## src/rtl/rate_bw_pkg.sv

```systemverilog
package rate_bw_pkg;

    typedef enum logic [1:0] {
        PS_OFF = 2'd0,
        PS_ARM = 2'd1,
        PS_CLR = 2'd2,
        PS_RUN = 2'd3
    } pwr_state_t;

    localparam logic [1:0] CODE_SLOW = 2'b00;
    localparam logic [1:0] CODE_MID  = 2'b10;
    localparam logic [1:0] CODE_HALF = 2'b01;
    localparam logic [1:0] CODE_FAST = 2'b11;

    function automatic logic is_half_window(input logic [1:0] code);
        return code == CODE_HALF;
    endfunction

endpackage

```

## src/rtl/rate_divider.sv

```systemverilog
module rate_divider
    import rate_bw_pkg::*;
#(
    parameter int SLOW_LOG2 = 2
) (
    input  logic       clk,
    input  logic       rst,
    input  logic       run_i,
    input  logic       clr_i,
    input  logic [1:0] code_i,
    output logic       stb_o
);
    localparam int CW = (SLOW_LOG2 < 1) ? 1 : SLOW_LOG2;
    localparam logic [CW-1:0] MASK_SLOW = {CW{1'b1}};
    localparam logic [CW-1:0] MASK_MID  = {{(CW-1){1'b0}}, 1'b1};

    logic [CW-1:0] cnt_q;
    logic [CW-1:0] mask;

    always_comb begin
        unique case (code_i)
            CODE_SLOW: mask = MASK_SLOW;
            CODE_MID:  mask = MASK_MID;
            default:   mask = '0;
        endcase
    end

    always_ff @(posedge clk) begin
        if (rst || clr_i) begin
            cnt_q <= '0;
        end else if (run_i) begin
            cnt_q <= cnt_q + 1'b1;
        end
    end

    assign stb_o = run_i && ((cnt_q & mask) == mask);

    // a divide-by-four strobe is never followed by another unless the rate changed
    a_r1_slow_gap: assert property (@(posedge clk) disable iff (rst)
        (stb_o && code_i == CODE_SLOW) |=> (!stb_o || code_i != CODE_SLOW));

endmodule

```

## src/rtl/power_seq.sv

```systemverilog
module power_seq
    import rate_bw_pkg::*;
(
    input  logic clk,
    input  logic rst,
    input  logic en_i,
    output logic clr_o,
    output logic run_o
);
    pwr_state_t state_q, state_d;
    logic       seen_low_q;

    always_comb begin
        state_d = state_q;
        if (!en_i) begin
            state_d = PS_OFF;
        end else begin
            unique case (state_q)
                PS_OFF: if (seen_low_q) state_d = PS_ARM;
                PS_ARM: state_d = PS_CLR;
                PS_CLR: state_d = PS_RUN;
                PS_RUN: state_d = PS_RUN;
            endcase
        end
    end

    always_ff @(posedge clk) begin
        if (rst) begin
            state_q    <= PS_OFF;
            seen_low_q <= 1'b0;
        end else begin
            state_q <= state_d;
            if (!en_i) seen_low_q <= 1'b1;
        end
    end

    assign clr_o = (state_q == PS_CLR);
    assign run_o = (state_q == PS_RUN);

    // the filter reset lasts one cycle
    a_r7_clr_single: assert property (@(posedge clk) disable iff (rst)
        clr_o |=> !clr_o);
    // the reset is followed by running when enable holds
    a_r7_clr_to_run: assert property (@(posedge clk) disable iff (rst)
        (clr_o && en_i) |=> run_o);
    // enable low shuts everything off on the next cycle
    a_r6_off: assert property (@(posedge clk) disable iff (rst)
        !en_i |=> (!run_o && !clr_o));

endmodule

```

## src/rtl/mode_guard.sv

```systemverilog
module mode_guard
    import rate_bw_pkg::*;
(
    input  logic       clk,
    input  logic       rst,
    input  logic       en_i,
    input  logic [1:0] code_i,
    output logic       err_o
);
    logic en_q;
    logic half_q;
    logic half_now;
    logic viol;

    assign half_now = is_half_window(code_i);
    assign viol     = en_i && en_q && (half_now != half_q);

    always_ff @(posedge clk) begin
        if (rst) begin
            en_q   <= 1'b0;
            half_q <= 1'b0;
            err_o  <= 1'b0;
        end else begin
            en_q   <= en_i;
            half_q <= half_now;
            err_o  <= en_i ? (err_o || viol) : 1'b0;
        end
    end

    // the flag is sticky while enabled
    a_r10_err_sticky: assert property (@(posedge clk) disable iff (rst)
        (err_o && en_i) |=> err_o);
    // power-down clears the flag
    a_r10_err_clear: assert property (@(posedge clk) disable iff (rst)
        !en_i |=> !err_o);

endmodule

```

## src/rtl/rate_bw_ctrl.sv

```systemverilog
module rate_bw_ctrl
    import rate_bw_pkg::*;
#(
    parameter int SLOW_LOG2 = 2
) (
    input  logic       clk,
    input  logic       rst,
    input  logic       en,
    input  logic [1:0] rate_sel,
    output logic       sample_stb,
    output logic       dbl_bw,
    output logic       filt_rst,
    output logic       dout_oe,
    output logic       mode_err
);
    logic run;
    logic clr;

    power_seq u_seq (
        .clk   (clk),
        .rst   (rst),
        .en_i  (en),
        .clr_o (clr),
        .run_o (run)
    );

    rate_divider #(.SLOW_LOG2(SLOW_LOG2)) u_div (
        .clk    (clk),
        .rst    (rst),
        .run_i  (run),
        .clr_i  (clr),
        .code_i (rate_sel),
        .stb_o  (sample_stb)
    );

    mode_guard u_guard (
        .clk    (clk),
        .rst    (rst),
        .en_i   (en),
        .code_i (rate_sel),
        .err_o  (mode_err)
    );

    assign dbl_bw   = en && is_half_window(rate_sel);
    assign filt_rst = clr;
    assign dout_oe  = run;

    // strobes only while the output is driven
    a_r6_stb_needs_oe: assert property (@(posedge clk) disable iff (rst)
        sample_stb |-> dout_oe);
    // reset pulse and driven output never overlap
    a_r7_excl: assert property (@(posedge clk) disable iff (rst)
        !(filt_rst && dout_oe));

endmodule

```

## config.mk

```make
export PLATFORM = sky130hd
export DESIGN_NAME = rate_bw_ctrl
export DESIGN_NICKNAME = d
export VERILOG_FILES = /design/src/rtl/rate_bw_pkg.sv /design/src/rtl/rate_divider.sv /design/src/rtl/power_seq.sv /design/src/rtl/mode_guard.sv /design/src/rtl/rate_bw_ctrl.sv
export SDC_FILE = /design/constraint.sdc
export NUM_CORES = 1
export LEC_CHECK = 0
export BUFFER_PORTS_ARGS = -buffer_cell sky130_fd_sc_hd__buf_2
export CAP_MARGIN = 20
export CORE_AREA = 2 2 39 41
export DETAILED_ROUTE_END_ITERATION = 6
export DIE_AREA = 0 0 41 43
export SLEW_MARGIN = 30
export SYNTH_ARGS = -nofsm -noshare
export SYNTH_HDL_FRONTEND = slang
export SYNTH_SLANG_ARGS = --single-unit
```

## constraint.sdc

```tcl
create_clock -name clk -period 0.85 [get_ports clk]
set_input_delay 0.2125 -clock clk [delete_from_list [all_inputs] [get_ports clk]]
set_output_delay 0.2125 -clock clk [all_outputs]
set_load 0.03 [all_outputs]
```

==> run summary <==
=====================================================================================================
CTS sink cnt                                                                                        8
Most common library cells after synthesis                                                8 x sky130_fd_sc_hd__dfxtp_1, 7 x sky130_fd_sc_hd__inv_1, 6 x sky130_fd_sc_hd__nor2_1
Total count of hold-check failures in the final report                                              0
Initial Utilization                                                                             0.231
Final period utilization                                                                         1.36
Worst ir drop on vdd                                                                       0.000731 V
Row Count                                                                                          14
Synthesized net count                                                                              42
Most area-hungry cell type in the Yosys netlist                                          sky130_fd_sc_hd__dfxtp_1
Result of the run                                                                        complete, but fails checks
Mux cell area share after synthesis                                                            0.0353
Simple-gate area share of the yosys netlist                                                     0.278
Post-synthesis to final-layout area growth                                                      80.0%
Number of global-route vias before repair                                                         246
Input/output buffers                                                                                9
Total iterations of the first detailed-routing run                                                  2
Root Buffer Master                                                                       sky130_fd_sc_hd__clkbuf_4
Cell with the most instances after synthesis                                             sky130_fd_sc_hd__dfxtp_1
Final critical delay including setup and external delays                                      1.16 ns
Post-synthesis share of cell area spent on full adders, half adders and majority gates              0
Share of cells above drive strength 1                                                           0.621
TritonCTS clock tree                                                                             done
Worst setup path category                                                                register to output pin
Required time at the endpoint of the critical path                                            0.64 ns
End point of the most critical hold path                                                 u_seq.seen_low_q
Part of the power in combinational logic                                                        0.124
Fraction of the mapped netlist area in compound gates                                           0.102
Class of the tightest hold or removal check                                              primary input to register
Vias                                                                                              314
Power density over cell area                                                              1350 nW/µm²
Fill count                                                                                        135
Largest net degree at the start of global routing                                                   5
Count of final setup violators                                                                      8
Number of buffers added by the clock tree synthesis step                                            3
Avg Inst Size Synth                                                                          8.62 µm²
Number of warning messages in the yosys log                                                         0
Ranking of synthesized cells by area                                                     sky130_fd_sc_hd__dfxtp_1 50%, sky130_fd_sc_hd__inv_1 8.2%, sky130_fd_sc_hd__nor2_1 7.1%
Final count of pins violating max slew                                                              0
Detailed-route wire length                                                                     645 µm
First-pass GRT wire length                                                                     890 µm
Fin nets                                                                                           65
Post-DP HPWL                                                                                   484 µm
Setup_tns                                                                                   -0.967 ns
Cell count of the worst reg-to-reg path                                                             3
Maximum fanout encountered on the critical timing path                                              3
Ys async rst share                                                                                  0
Non-filler cells in the finished layout                                                            74
Residual antenna-violating net count after detailed routing                                         0
Unrepaired setup endpoints after global routing                                                  true
Reg area                                                                                      171 µm²
Die ar.                                                                                      1760 µm²
Post-synthesis share of cell area spent on xor and xnor gates                                       0
Endpoint type of the worst setup path                                                      output pin
Sequential Power Share                                                                          0.508
Maximum clock insertion buffer count                                                                2
Least-Margin Pin Slew                                                                        0.169 ns
Switching share of total power                                                                  0.227
Worst reg-to-reg setup slack                                                                 -0.04 ns
Die Width                                                                                       41 µm
Reg2reg start                                                                            u_div.cnt_q[0]
Synth Cell Area                                                                               319 µm²
Combinational family with the most area after synthesis                                  simple AND/OR/NAND/NOR gates
Gate count after technology mapping                                                                37
Final routed DRC violation total                                                                    0
Max-Slew Margin vs Limit                                                                        0.887
Worst min-delay path startpoint                                                                    en
Detailed Route Iter0 Violations                                                                     4
Max Clock Freq                                                                              0.863 GHz
Skew final                                                                                 0.00220 ns
Core ar.                                                                                     1380 µm²
Clock network latency to the later pin of the worst-skew pair                                 0.25 ns
Sequential area share after synthesis                                                           0.502
Violated checks                                                                          negative setup slack
Clock Pin Slew Worst Setup and Hold Paths                                                     0.05 ns
Post-synth top flop                                                                      sky130_fd_sc_hd__dfxtp_1
Worst setup startpoint                                                                   u_seq.state_q[0]
Total power consumption of the routed design                                                   773 µW
GRT Overall Usage                                                                              0.0725
Int Power                                                                                      597 µW
Mean number of vias per cell                                                                     4.24
Total leakage power                                                                          0.265 nW
Weighted congestion reported at the end of routability-driven placement                         0.644
Synth unique cells                                                                                 15
Floorplan die height                                                                            43 µm
Boundary pin count                                                                                 10
Number of enable-type register cells in the synthesized netlist                                     0
Number of register bits inferred by synthesis                                                       8
Portion of total power attributed to the clock network                                          0.368
Number of antenna violations at the first check in global routing                                   0
Worst Hold Depth                                                                                    3
Capturing point of the worst reg2reg path                                                u_div.cnt_q[0]
Clock H-tree levels                                                                                 1
Aggregate global routing overflow                                                                   0
Proportion of netlist area held by the largest area contributor                                 0.502
Number of antenna repair diodes                                                                     0
Count of maximum capacitance violations                                                             0
Avg WL per Cell                                                                               8.72 µm
NetSw                                                                                          176 µW
CP Launch Type                                                                               register
Multi-input gate area                                                                         176 µm²
Worst setup margin                                                                          -0.309 ns
Cell total after placement                                                                         70
Arrival time worst endpoint                                                                   0.95 ns
Worst hold slack                                                                             0.241 ns
=====================================================================================================
[registers in the layout, summed over array words and instances (netlist names)]
signal / flops
u_seq.state_q: 2
u_seq.seen_low_q: 1
u_guard.err_o: 1
u_guard.half_q: 1
u_guard.en_q: 1
u_div.cnt_q: 2
[critical path: stages, from the launching register on]
cell	delay, ns
sky130_fd_sc_hd__dfxtp_4	0.36
sky130_fd_sc_hd__buf_6	0.12
sky130_fd_sc_hd__nor2b_4	0.10
sky130_fd_sc_hd__buf_6	0.13
[power groups by stage]
| stage | registers [mW] | clock network [mW] | logic, mW |
|---|---|---|---|
| after floorplan | 0.404 | 0 | 0.0337 |
| after global placement | 0.402 | 0 | 0.0762 |
| after detailed placement | 0.402 | 0 | 0.0772 |
| after CTS | 0.395 | 0.294 | 0.0899 |
| after global routing | 0.394 | 0.309 | 0.104 |
| final | 0.393 | 0.284 | 0.0961 |
[per-layer routing]
layer  vias up  track usage  share of wire
li1        164            -              -
met1       141       0.0844           0.44
met2         9        0.116           0.52
met3         0       0.0157          0.043
met4         0       0.0400              0
met5         -            0              0
[stage by stage]
| stage | worst slack (ns) | instance area [µm²] | util |
|---|---|---|---|
| CTS | -0.318 | 544 | 0.393 |
| global route | -0.335 | 574 | 0.415 |
| global placement | -0.196 | 463 | 0.335 |
| floorplan | -0.0988 | 338 | - |
| finish | -0.309 | 574 | 0.415 |
| detailed placement | -0.206 | 463 | 0.335 |
[timing repair]
action	4_1_cts	5_1_grt
pin swaps	1	2
hold endpoints to repair	0	0
cloned	0	0
endpoints found under the setup margin	7	8
setup buffers	0	1
resized for setup	20	7
hold buffers	0	0
[layout make-up]
type | instances | area share
multi-input combinational | 22 | 0.307
clock buffer | 3 | 0.0392
inverter | 7 | 0.0458
timing repair buffer | 18 | 0.275
tap | 16 | 0.0349
sequential | 8 | 0.298
[logic make-up (layout without fill, tap and decap cells)]
logic type	after synthesis	in the layout
and+or+nand+nor	15	15
buffers and inverters	7	28
DFF	8	8
AOI/OAI and AO/OA	6	6
muxes	1	1
[worst max path at each step]
stage / end / slack, ns / cells past startpoint
final: filt_rst / -0.31 / 3
after global routing: filt_rst / -0.33 / 3
after CTS: sample_stb / -0.32 / 3
after detailed placement: sample_stb / -0.21 / 4
after global placement: sample_stb / -0.20 / 4
after floorplan: filt_rst / -0.1 / 1
[cell usage in the layout, fill, tap and decap left out]
cell type	count
sky130_fd_sc_hd__a21oi_2	1
sky130_fd_sc_hd__nand3b_1	1
sky130_fd_sc_hd__a31oi_1	2
sky130_fd_sc_hd__a21oi_4	1
sky130_fd_sc_hd__inv_2	1
sky130_fd_sc_hd__inv_1	6
sky130_fd_sc_hd__dfxtp_1	3
sky130_fd_sc_hd__dfxtp_2	3
sky130_fd_sc_hd__nand2b_4	1
sky130_fd_sc_hd__nor2_1	4
sky130_fd_sc_hd__nor2b_4	1
sky130_fd_sc_hd__a21oi_1	1
sky130_fd_sc_hd__nand2_4	1
sky130_fd_sc_hd__buf_2	3
sky130_fd_sc_hd__o21ai_2	1
sky130_fd_sc_hd__nand3_1	1
sky130_fd_sc_hd__nand4b_1	1
sky130_fd_sc_hd__clkbuf_4	3
sky130_fd_sc_hd__buf_6	8
sky130_fd_sc_hd__nor2_4	1
sky130_fd_sc_hd__or3b_1	1
sky130_fd_sc_hd__buf_4	7
sky130_fd_sc_hd__nor2_2	1
sky130_fd_sc_hd__mux2_2	1
sky130_fd_sc_hd__dfxtp_4	2
sky130_fd_sc_hd__nand2b_1	2
No activity file was read; power rests on OpenSTA's default activity.
